<file path="config.mk">
export PLATFORM = sky130hd
export DESIGN_NAME = skew_tune_ctrl
export DESIGN_NICKNAME = d
export VERILOG_FILES = /design/src/rtl/skew_tune_ctrl.sv
export SDC_FILE = /design/constraint.sdc
export NUM_CORES = 1
export LEC_CHECK = 0
export BUFFER_PORTS_ARGS = -buffer_cell sky130_fd_sc_hd__buf_2
export CAP_MARGIN = 20
export CORE_AREA = 5 5 42 44
export CTS_BUF_LIST = sky130_fd_sc_hd__clkbuf_4
export DETAILED_ROUTE_END_ITERATION = 8
export DIE_AREA = 0 0 47 49
export PLACE_DENSITY = 0.62
export SETUP_SLACK_MARGIN = 0.05
export SLEW_MARGIN = 20
export SYNTH_ARGS = -nofsm -noshare
export SYNTH_HDL_FRONTEND = slang
export SYNTH_SLANG_ARGS = --single-unit
</file>
<file path="constraint.sdc">
create_clock -name clk_i -period 1.59 [get_ports clk_i]
set_clock_uncertainty 0.15 [all_clocks]
set_input_delay 0.0795 -clock clk_i [delete_from_list [all_inputs] [get_ports clk_i]]
set_output_delay 0.0795 -clock clk_i [all_outputs]
set_load 0.05 [all_outputs]
</file>
<file path="src/rtl/skew_tune_ctrl.sv">
module skew_tune_ctrl #(
  parameter int RANGE_PS = 50,
  parameter int NBITS    = 3,
  parameter int SKEW_W   = 10,
  parameter int LOCK_N   = 4
) (
  input  logic                     clk_i,
  input  logic                     rst_ni,
  input  logic signed [SKEW_W-1:0] skew_i,
  output logic                     up_o,
  output logic                     dn_o,
  output logic [NBITS-1:0]         tune_word_o,
  output logic                     locked_o
);

  localparam int STEP_PS = RANGE_PS / (NBITS - 1);
  localparam int TH_PS   = (3 * RANGE_PS) / (2 * (NBITS - 1));
  localparam int LCW     = $clog2(LOCK_N + 1);
  localparam logic signed [SKEW_W-1:0] TH_HI = SKEW_W'(TH_PS);
  localparam logic signed [SKEW_W-1:0] TH_LO = -TH_HI;
  localparam logic [NBITS-1:0] MID = NBITS'((1 << (NBITS / 2)) - 1);

  logic [1:0]     ph_q;
  logic [LCW-1:0] cnt_q;
  logic           late, early;

  assign late     = skew_i > TH_HI;
  assign early    = skew_i < TH_LO;
  assign locked_o = (cnt_q == LCW'(LOCK_N));

  always_ff @(posedge clk_i) begin
    if (!rst_ni) begin
      ph_q        <= 2'd0;
      up_o        <= 1'b0;
      dn_o        <= 1'b0;
      tune_word_o <= MID;
      cnt_q       <= '0;
    end else begin
      case (ph_q)
        2'd0: begin
          if (late) begin
            dn_o  <= 1'b1;
            ph_q  <= 2'd1;
            cnt_q <= '0;
          end else if (early) begin
            up_o  <= 1'b1;
            ph_q  <= 2'd1;
            cnt_q <= '0;
          end else if (!locked_o) begin
            cnt_q <= cnt_q + 1'b1;
          end
        end
        2'd1: ph_q <= 2'd2;
        default: begin
          ph_q <= 2'd0;
          up_o <= 1'b0;
          dn_o <= 1'b0;
          if (up_o)      tune_word_o <= {tune_word_o[NBITS-2:0], 1'b1};
          else if (dn_o) tune_word_o <= {1'b0, tune_word_o[NBITS-1:1]};
        end
      endcase
    end
  end

  AST_UP_DN_EXCL: assert property (@(posedge clk_i) disable iff (!rst_ni)
    !(up_o && dn_o));

  AST_REQ_TWO_CYC: assert property (@(posedge clk_i) disable iff (!rst_ni)
    $rose(up_o || dn_o) |=> (up_o || dn_o) ##1 !(up_o || dn_o));

  AST_ONE_STEP: assert property (@(posedge clk_i) disable iff (!rst_ni)
    !$stable(tune_word_o) |->
      ($countones(tune_word_o) + 1 == $countones($past(tune_word_o))) ||
      ($countones(tune_word_o) == $countones($past(tune_word_o)) + 1));

  AST_WORD_ON_FALL: assert property (@(posedge clk_i) disable iff (!rst_ni)
    !$stable(tune_word_o) |-> $past(up_o || dn_o) && !(up_o || dn_o));

  AST_THERMO: assert property (@(posedge clk_i) disable iff (!rst_ni)
    ((tune_word_o + 1'b1) & tune_word_o) == 0);

  AST_HOLD_IN_BAND: assert property (@(posedge clk_i) disable iff (!rst_ni)
    (!up_o && !dn_o && !late && !early) |=> (!up_o && !dn_o && $stable(tune_word_o)));

  AST_STEP_POS: assert final (STEP_PS > 0);

endmodule

</file>
==> results of run 1 <==
[how the worst min path moves through the flow]
stage | cells after the start | slack [ns] | endpoint
finish | 3 | 0.05 | up_o
global route | 3 | 0.05 | up_o
CTS | 3 | 0.04 | up_o
detailed placement | 2 | 0.20 | tune_word_o[0]
global placement | 2 | 0.20 | tune_word_o[0]
floorplan | 2 | 0.17 | up_o
[power groups by stage]
stage          Combinational (mW)  Clock [mW]  Sequential (mW)
2_1_floorplan              0.0482           0            0.308
3_3_place_gp                0.109           0            0.285
3_5_place_dp                0.111           0            0.285
4_1_cts                     0.113       0.192            0.279
5_1_grt                     0.123       0.198            0.282
6_report                    0.112       0.177            0.279
[logic make-up after synthesis]
group | share of synthesized area [%]
compound gates | 28.0
fa+ha+maj | 4.66
buf+inv | 6.30
flops | 37.3
simple gates | 23.8
[cell type report]
cell class                 count  area (µm²)
multi-input combinational     47         305
sequential                    10         201
clock buffer                   3        22.5
inverter                       7        26.3
fill                         158         721
tap                           16        20.0
timing repair buffer          19         105
[worst max-delay path: cells and delay by family, from the launching register on]
kind	cells	cell delay, ns
DFF	1	0.34
and+or+nand+nor	1	0.11
adders and majority gates	1	0.22
buffers and inverters	3	0.29
[per-stage QoR]
| stage | setup slack (ns) | util [%] | area (µm²) |
|---|---|---|---|
| final | 0.136 | 48.6 | 681 |
| after floorplan | 0.266 | - | 537 |
| after CTS | 0.0525 | 48.1 | 674 |
| after global routing | 0.0732 | 48.6 | 681 |
| after global placement | 0.151 | 45.8 | 642 |
| after detailed placement | 0.150 | 45.8 | 642 |
[what timing repair did]
item / 4_1_cts / 5_1_grt
setup endpoints to repair: 0 / 1
hold endpoints to repair: 6 / 0
hold buffers: 1 / 0
gates resized for setup: 0 / 4
[layout by cell type, fill, tap and decap left out]
master / synthesis / routed
a2bb2oi_1: 1 / 1
o22ai_1: 4 / 4
dfxtp_2: 0 / 1
and3_1: 2 / 2
clkbuf_4: 0 / 3
dlygate4sd3_1: 0 / 1
a21boi_1: 1 / 1
a2111oi_1: 1 / 1
ha_1: 2 / 2
nor2b_1: 1 / 1
or3_1: 1 / 1
a211o_1: 1 / 1
and4_1: 1 / 1
buf_2: 0 / 16
dfxtp_1: 10 / 9
a21oi_2: 1 / 1
nor4b_2: 1 / 1
nand2_1: 7 / 6
o21ai_0: 3 / 3
nor3_1: 2 / 2
nor3b_1: 1 / 1
nand2_2: 0 / 1
a211oi_1: 1 / 1
or4_1: 1 / 1
o221ai_1: 1 / 1
nor2_1: 4 / 4
o21ai_1: 1 / 1
a21o_1: 1 / 1
a21oi_1: 3 / 3
buf_4: 0 / 2
a31oi_1: 2 / 2
nand3_1: 1 / 1
inv_1: 7 / 7
o211a_1: 1 / 1
nand3b_1: 1 / 1
[state kept, by name (all words and copies together) (netlist names)]
name,flops
cnt_q,3
ph_q,2
up_o,1
dn_o,1
tune_word_o,3
[routing by layer]
layer / share of wire (%) / global-route usage (%)
met4: 1.8 / 5.53
met1: 41 / 12.8
met5: 0 / 0
met2: 51 / 19.9
met3: 5.8 / 5.54
==> key figures, run 1 <==
Outcome
  – Run status: completed

Power
  – VDD IR max: 0.000319 V
  – Leakage: 0.294 nW
  – Seq pwr share: 49.1%
  – Gate power share: 19.7%
  – Internal Power: 0.394 mW
  – PD cells: 835 nW/µm²
  – Clock network fraction of total power: 31.2%
  – Sw Share: 30.6%
  – P_sw: 0.174 mW
  – Total design power: 0.568 mW

STA
  – Unrepaired setup endpoints after global routing: false
  – Relative slew slack: 68.9%
  – Final period utilization: 91.5%
  – Final hold violation count: 0
  – Hold slack: 0.0464 ns
  – Fin Setup TNS: 0 ns
  – Max Freq: 0.688 GHz
  – Endpoints failing setup: 0
  – Pins Over Slew Limit: 0
  – Post-route minimum period: 1.45 ns
  – Worst-margin pin slew: 0.465 ns

Critical path
  – Worst Path Max Fanout: 5
  – Startpoint types: flop
  – Critical path's most frequent cell: inv_1
  – Crit-path cells: inv_1 -> ha_1 -> nand2_2 -> inv_1 -> buf_4
  – Crit Path Category: flop to primary output
  – Critical-path top delay cell: dfxtp_2
  – CP max stage delay: 0.34 ns
  – CP arrival: 1.22 ns
  – CP endpoint: locked_o
  – Crit path capture type: primary output
  – Reg2reg end: cnt_q[1]
  – Worst r2r src: cnt_q[0]
  – Reg2reg path depth: 6
  – Worst setup path start: cnt_q[0]
  – Critical Path RT: 1.36 ns
  – R2R Setup Slk: 0.25 ns

Global routing
  – Largest net degree at the start of global routing: 12
  – First-pass GRT wire length: 2060 µm
  – GRT Overall Usage: 12.2%
  – Antenna violations before repair: 0
  – Total gr overflow: 0
  – Vias in the first global route: 500

Floorplan
  – I/O pin count: 18
  – Row count: 14
  – Core area: 1400 µm²
  – Die W: 47 µm
  – Initial Util: 38.3%
  – Die height: 49 µm
  – DIE AREA: 2300 µm²

Clocking
  – Post-CTS Setup Inserts: 0
  – CTS root buffer: clkbuf_4
  – H-tree levels: 1
  – CTS tree: yes
  – Sink Count: 10
  – Clock-pin slew on the worst setup and hold paths: 0.07 ns
  – Worst-Skew Late Latency: 0.27 ns
  – CTS max path bufs: 2
  – TritonCTS Buffers: 3

Cells and area
  – Synth-to-layout area growth: 26.8%
  – Post-route non-filler standard cell count: 102
  – Layout cells sized above 1: 29.1%
  – Nets: 102
  – # diodes: 0

Synth
  – Post-Syn Area: 537 µm²
  – Post-Syn Nets: 80
  – Dominant synthesized flop cell: dfxtp_1
  – Synth area leaders: dfxtp_1 37%, inv_1 4.9%, nand2_1 4.9%, ha_1 4.7%, o22ai_1 4.7%
  – Cell count after synthesis: 66
  – Netlist cell types: 30
  – Area leader, netlist: dfxtp_1
  – Warnings, synthesis: 0
  – Post-synth top area share: 37.3%
  – Post-synth EDFFs: 0
  – #FFs+latches synth: 10
  – Fraction of registers with async set/reset: 0%
  – Most frequent cells after synthesis: 10 x dfxtp_1, 7 x inv_1, 7 x nand2_1, 4 x nor2_1, 4 x o22ai_1
  – Sequential-to-total area share from yosys stat: 37.3%
  – Mean area per synthesized cell: 8.13 µm²
  – Count leader, synth: dfxtp_1

Min path
  – Min-delay src: skew_i[9]
  – Hold Path Class: input pin to flop

Detailed routing
  – DRT Wirelength: 1240 µm
  – Detail Route Antenna Nets: 0
  – Wire per inst: 12.1 µm
  – DR DRC count: 0
  – Starting DRC count in detailed routing: 10
  – Initial DRT Pass Iterations: 3
  – Via count: 561
  – Via/cell ratio: 5.50

Placement
  – Cells after DPL: 98
  – Detail Placement HPWL: 946 µm
  – Routability cong.: 0.704
  – Buffers on Ports: 17

Flow run
  – Max_cap viols: 0
(Power assumes the default switching activity.)
==> run 2: changes to the inputs <==
- PLACE_DENSITY: 0.62 -> 0.65
- REMOVE_ABC_BUFFERS: unset -> 1
- clock period: 1.59 -> 1.3 ns (I/O delays scaled with it)
==> key figures, run 2 (synthesized netlist as in run 1, its figures left out) <==
Outcome
  – Run status: completed

Cells and area
  – Fill count: 141 (-11%)
  – # diodes: 0 (unchanged)
  – Final Util: 58.9% (+10 points)
  – Commonest cells after routing, fill and taps aside: 15 x buf_2, 15 x buf_4, 8 x dfxtp_1, 6 x nand2_1
  – Final non-filler cell area: 826 µm² (+21%)
  – Nets: 116 (+14%)
  – Multi-input gate area: 334 µm² (+9.4%)
  – Layout cells sized above 1: 47.0% (+18 points)
  – Post-route non-filler standard cell count: 116 (+14%)
  – FF/Latch Area: 203 µm² (+0.62%)
  – Largest regs: cnt_q (3), tune_word_o (3), ph_q (2)
  – Synth-to-layout area growth: 53.8%

Floorplan
  – DIE AREA: 2300 µm² (unchanged)
  – Core area: 1400 µm² (unchanged)
  – Row count: 14 (unchanged)
  – Die height: 49 µm (unchanged)
  – Initial Util: 38.3% (unchanged)
  – Die W: 47 µm (unchanged)
  – I/O pin count: 18 (unchanged)

Critical path
  – Critical path's most frequent cell: inv_2
  – CP max stage delay: 0.32 ns (-0.02 ns)
  – Worst r2r src: cnt_q[0]
  – Crit path capture type: primary output
  – CP arrival: 1.05 ns (-0.17 ns)
  – Stages on the worst setup path: 5 (unchanged)
  – Startpoint types: flop
  – Critical Path RT: 1.09 ns (-0.27 ns)
  – Worst Path Max Fanout: 4 (-1)
  – Crit Path Category: flop to primary output
  – Critical-path top delay cell: dfxtp_2
  – Reg2reg end: cnt_q[0]
  – Cell family with most CP delay: flip-flops
  – R2R Setup Slk: 0.07 ns (-0.18 ns)
  – Buf+Inv Stages, Crit Path: 3 (unchanged)
  – Crit-path cells: inv_2 -> ha_4 -> nand2_4 -> inv_2 -> buf_8
  – Reg2reg path depth: 6 (unchanged)

Power
  – VDD IR max: 0.000472 V (+48%)
  – PD cells: 873 nW/µm² (+4.5%)
  – Internal Power: 0.508 mW (+29%)
  – Gate power share: 24.2% (+4.5 points)
  – Leakage: 0.370 nW (+26%)
  – Clock network fraction of total power: 28.9% (-2.3 points)
  – Seq pwr share: 47.0% (-2.1 points)
  – P_sw: 0.213 mW (+22%)
  – Sw Share: 29.6% (-1.1 points)

Placement
  – Buffers on Ports: 17 (unchanged)
  – Placed cell area: 724 µm² (+13%)
  – Cells after DPL: 109 (+11%)
  – Detail Placement HPWL: 972 µm (+2.7%)
  – Routability cong.: 0.792 (+13%)

Clocking
  – CTS max path bufs: 2 (unchanged)
  – Sink Count: 10 (unchanged)
  – TritonCTS Buffers: 3 (unchanged)
  – H-tree levels: 1 (unchanged)
  – Worst-Skew Late Latency: 0.26 ns (about the same)
  – Clock-pin slew on the worst setup and hold paths: 0.06 ns (about the same)
  – CTS tree: yes
  – CTS root buffer: clkbuf_4

Min path
  – Hold path endpoint: dn_o
  – Hold Path Class: input pin to flop
  – Min-delay src: skew_i[7]
  – Hold Path Cell Cnt: 4 (+1)

Detailed routing
  – Via/cell ratio: 5.30 (-3.6%)
  – Wire per inst: 12.1 µm (about the same)
  – Initial DRT Pass Iterations: 4 (+1)
  – DRT Wirelength: 1410 µm (+14%)
  – DR DRC count: 0 (unchanged)
  – Starting DRC count in detailed routing: 6 (-4)
  – Highest routed layer: met4
  – Detail Route Antenna Nets: 0 (unchanged)
  – WL met2: 682 µm (+8.3%)
  – M1 wire length: 643 µm (+26%)
  – Via count: 615 (+9.6%)
  – Met3 routed WL: 56 µm (-22%)

STA
  – Post-route minimum period: 1.26 ns
  – Worst-margin pin slew: 0.336 ns (-0.129 ns)
  – Final hold violation count: 0 (unchanged)
  – Pins Over Slew Limit: 0 (unchanged)
  – Relative slew slack: 77.6% (+8.7 points)
  – Fin Setup TNS: 0 ns (unchanged)
  – Max Freq: 0.793 GHz
  – Endpoints failing setup: 0 (unchanged)
  – Final period utilization: 97.0%
  – Unrepaired setup endpoints after global routing: true
  – Hold slack: 0.110 ns (+0.0641 ns)

Global routing
  – Total gr overflow: 0 (unchanged)
  – First-pass GRT wire length: 2270 µm (+10%)
  – Largest net degree at the start of global routing: 12 (unchanged)
  – Antenna violations before repair: 0 (unchanged)
  – GRT Overall Usage: 13.4% (+1.2 points)
  – Vias in the first global route: 533 (+6.6%)

Flow run
  – Max_cap viols: 0 (unchanged)
==> run 2: power groups by stage <==
stage	Clock, mW	Combinational [mW]	Sequential, mW
floorplan	0	0.0512	0.380
global placement	0	0.162	0.345
detailed placement	0	0.162	0.346
CTS	0.214	0.169	0.339
global route	0.225	0.190	0.341
finish	0.208	0.174	0.339
==> run 2: how the worst max path moves through the flow <==
stage / startpoint / endpoint / slack [ns]
after global placement: skew_i[1] / dn_o / -0.1
after global routing: cnt_q[0] / locked_o / -0.01
after detailed placement: skew_i[1] / dn_o / -0.12
after floorplan: dn_o / tune_word_o[2] / -0.02
after CTS: cnt_q[0] / locked_o / 0.04
final: cnt_q[1] / locked_o / 0.04
==> run 2: metrics by stage <==
step / setup WS (ns) / total power [mW]
final: 0.0392 / 0.721
after global routing: -0.0129 / 0.756
after CTS: 0.0420 / 0.722
after detailed placement: -0.119 / 0.508
after global placement: -0.0994 / 0.506
after floorplan: -0.0244 / 0.431
==> run 2: repair_timing <==
item                                   CTS  global route
hold buffers                             1             0
endpoints found under the hold margin    6             0
pin swaps                                2             2
setup endpoints to repair                3             4
gates resized for setup                 11             5
setup buffers                            3             0
==> run 2: per-layer routing <==
metal	GRT usage [%]	up-vias
li1	-	312
met1	17.5	291
met2	19.2	10
met3	3.69	2
met4	7.37	0
met5	0	-
==> run 2: area by class of cell <==
type | count | area share (%)
inverters | 7 | 3.18
flip-flops and latches | 10 | 24.5
clock buffers | 3 | 2.73
repair buffers | 33 | 26.7
well taps | 16 | 2.42
multi-input cells | 47 | 40.5
==> run 2: tightest hold or removal path: cells and delay by family <==
kind | cells | cell delay [ns]
compound gates | 2 | 0.19
buf+inv | 1 | 0.09
simple gates | 1 | 0.14
==> run 3: changes to the inputs <==
- PLACE_DENSITY: 0.65 -> 0.62
- clock period: 1.3 -> 1.6 ns (I/O delays scaled with it)
==> key figures, run 3 (synthesized netlist as in run 1, its figures left out) <==
Clocking
  – Sink Count: 10 (unchanged)
  – Worst-Skew Late Latency: 0.26 ns (about the same)
  – Clock-pin slew on the worst setup and hold paths: 0.07 ns (about the same)
  – Post-CTS Setup Inserts: 0 (-3)
  – CTS max path bufs: 2 (unchanged)
  – CTS tree: yes
  – CTS root buffer: clkbuf_4
  – H-tree levels: 1 (unchanged)
  – TritonCTS Buffers: 3 (unchanged)

Placement
  – Placed cell area: 642 µm² (-11%)
  – Detail Placement HPWL: 952 µm (-2.0%)
  – Buffers on Ports: 17 (unchanged)
  – Dpl ws: 0.144 ns (+0.263 ns)
  – Routability cong.: 0.697 (-12%)

Critical path
  – Crit Path Category: flop to primary output
  – CP max stage delay: 0.34 ns (+0.02 ns)
  – R2R Setup Slk: 0.27 ns (+0.20 ns)
  – Critical-path top delay cell: dfxtp_2
  – Cell family with most CP delay: flip-flops
  – Reg2reg end: cnt_q[1]
  – Stages on the worst setup path: 5 (unchanged)
  – Reg2reg path depth: 6 (unchanged)
  – Worst Path Max Fanout: 5 (+1)
  – CP arrival: 1.23 ns (+0.18 ns)
  – Buf+Inv Stages, Crit Path: 3 (unchanged)
  – Critical Path RT: 1.37 ns (+0.28 ns)
  – Worst r2r src: cnt_q[0]
  – CP endpoint: locked_o
  – Critical path's most frequent cell: inv_1
  – Startpoint types: flop
  – Worst setup path start: cnt_q[0]
  – Crit-path cells: inv_1 -> ha_1 -> nand2_2 -> inv_1 -> clkbuf_4
  – Crit path capture type: primary output

Floorplan
  – Initial Util: 38.3% (unchanged)
  – Die height: 49 µm (unchanged)
  – Core area: 1400 µm² (unchanged)
  – Die W: 47 µm (unchanged)
  – DIE AREA: 2300 µm² (unchanged)
  – I/O pin count: 18 (unchanged)
  – Row count: 14 (unchanged)

STA
  – Pins Over Slew Limit: 0 (unchanged)
  – Post-route minimum period: 1.46 ns
  – Final setup margin: 0.141 ns (+0.102 ns)
  – Fin Setup TNS: 0 ns (unchanged)
  – Relative slew slack: 68.8% (-8.7 points)
  – Unrepaired setup endpoints after global routing: false
  – Final period utilization: 91.2%
  – Final hold violation count: 0 (unchanged)
  – Worst-margin pin slew: 0.466 ns (+0.130 ns)
  – Endpoints failing setup: 0 (unchanged)
  – Max Freq: 0.686 GHz
  – Hold slack: 0.0403 ns (-0.0702 ns)

Global routing
  – Vias in the first global route: 482 (-9.6%)
  – First-pass GRT wire length: 2010 µm (-12%)
  – Antenna violations before repair: 0 (unchanged)
  – Largest net degree at the start of global routing: 12 (unchanged)
  – GRT Overall Usage: 11.9% (-1.5 points)
  – Total gr overflow: 0 (unchanged)

Detailed routing
  – WL met2: 588 µm (-14%)
  – Wire per inst: 11.8 µm (-2.9%)
  – Via count: 554 (-9.9%)
  – Met3 routed WL: 56 µm (unchanged)
  – DRT Wirelength: 1210 µm (-14%)
  – Initial DRT Pass Iterations: 4 (unchanged)
  – DR DRC count: 0 (unchanged)
  – Via/cell ratio: 5.38 (+1.5%)
  – Detail Route Antenna Nets: 0 (unchanged)
  – Starting DRC count in detailed routing: 7 (+1)
  – Highest routed layer: met4
  – M1 wire length: 558 µm (-13%)

Cells and area
  – Commonest cells after routing, fill and taps aside: 16 x buf_2, 8 x dfxtp_1, 7 x inv_1, 6 x nand2_1
  – Layout cells sized above 1: 29.9% (-17 points)
  – Nets: 102 (-12%)
  – Final non-filler cell area: 686 µm² (-17%)
  – Synth-to-layout area growth: 27.7%
  – Largest regs: cnt_q (3), tune_word_o (3), ph_q (2)
  – Commonest non-fill, non-tap cell in the layout: buf_2
  – # diodes: 0 (unchanged)

Power
  – VDD IR max: 0.000364 V (-23%)
  – PD cells: 825 nW/µm² (-5.4%)
  – Leakage: 0.296 nW (-20%)

Outcome
  – Run status: completed

Min path
  – Hold Path Class: input pin to flop

Flow run
  – Max_cap viols: 0 (unchanged)
-- run 3: cell types whose count changed in the layout (fill, tap and decap cells not counted), sizes merged --
cell	change
buf	-14
clkinv	+1
-- run 3: worst register-to-register path: cells and delay by family, from the launching register on --
kind                     cells  cell delay (ns)
flip-flops                   1             0.33
buffers and inverters        1             0.08
AO/OA/AOI/OAI                2             0.19
adder cells (fa/ha/maj)      1             0.18
AND/OR/NAND/NOR              2             0.29
-- run 3: worst min-delay path by stage --
stage	startpoint	endpoint	depth (start not counted)
final	skew_i[9]	up_o	3
after global placement	rst_ni	tune_word_o[0]	2
after CTS	skew_i[9]	up_o	3
after detailed placement	rst_ni	tune_word_o[0]	2
after global routing	skew_i[9]	up_o	3
after floorplan	rst_ni	tune_word_o[0]	1
-- run 3: power breakdown --
group / switching [mW] / total [mW] / internal (mW)
logic: 0.0687 / 0.111 / 0.0424
clock network: 0.0875 / 0.178 / 0.0900
registers: 0.0154 / 0.277 / 0.262
-- run 3: what timing repair did --
action,4_1_cts,5_1_grt
hold endpoints to repair,3,0
resized for setup,0,4
setup endpoints to repair,0,1
hold buffers,1,0
-- run 3: area by class of cell --
cell class,instances,area [µm²]
clock buffer,3,22.5
clock inverter,1,3.75
fill,141,716
inverter,7,26.3
multi-input combinational,47,305
sequential,10,203
tap,16,20.0
timing repair buffer,19,105
-- run 3: stage by stage --
stage,total power [mW],std cells,utilization [%]
after floorplan,0.350,64,-
after global placement,0.391,98,45.8
after detailed placement,0.393,98,45.8
after CTS,0.576,103,48.4
after global routing,0.596,103,48.9
final,0.566,103,48.9
-- run 3: layer usage --
metal	track usage, %	up-vias
li1	-	284
met1	15.0	260
met2	17.4	8
met3	3.32	2
met4	6.91	0
met5	0	-
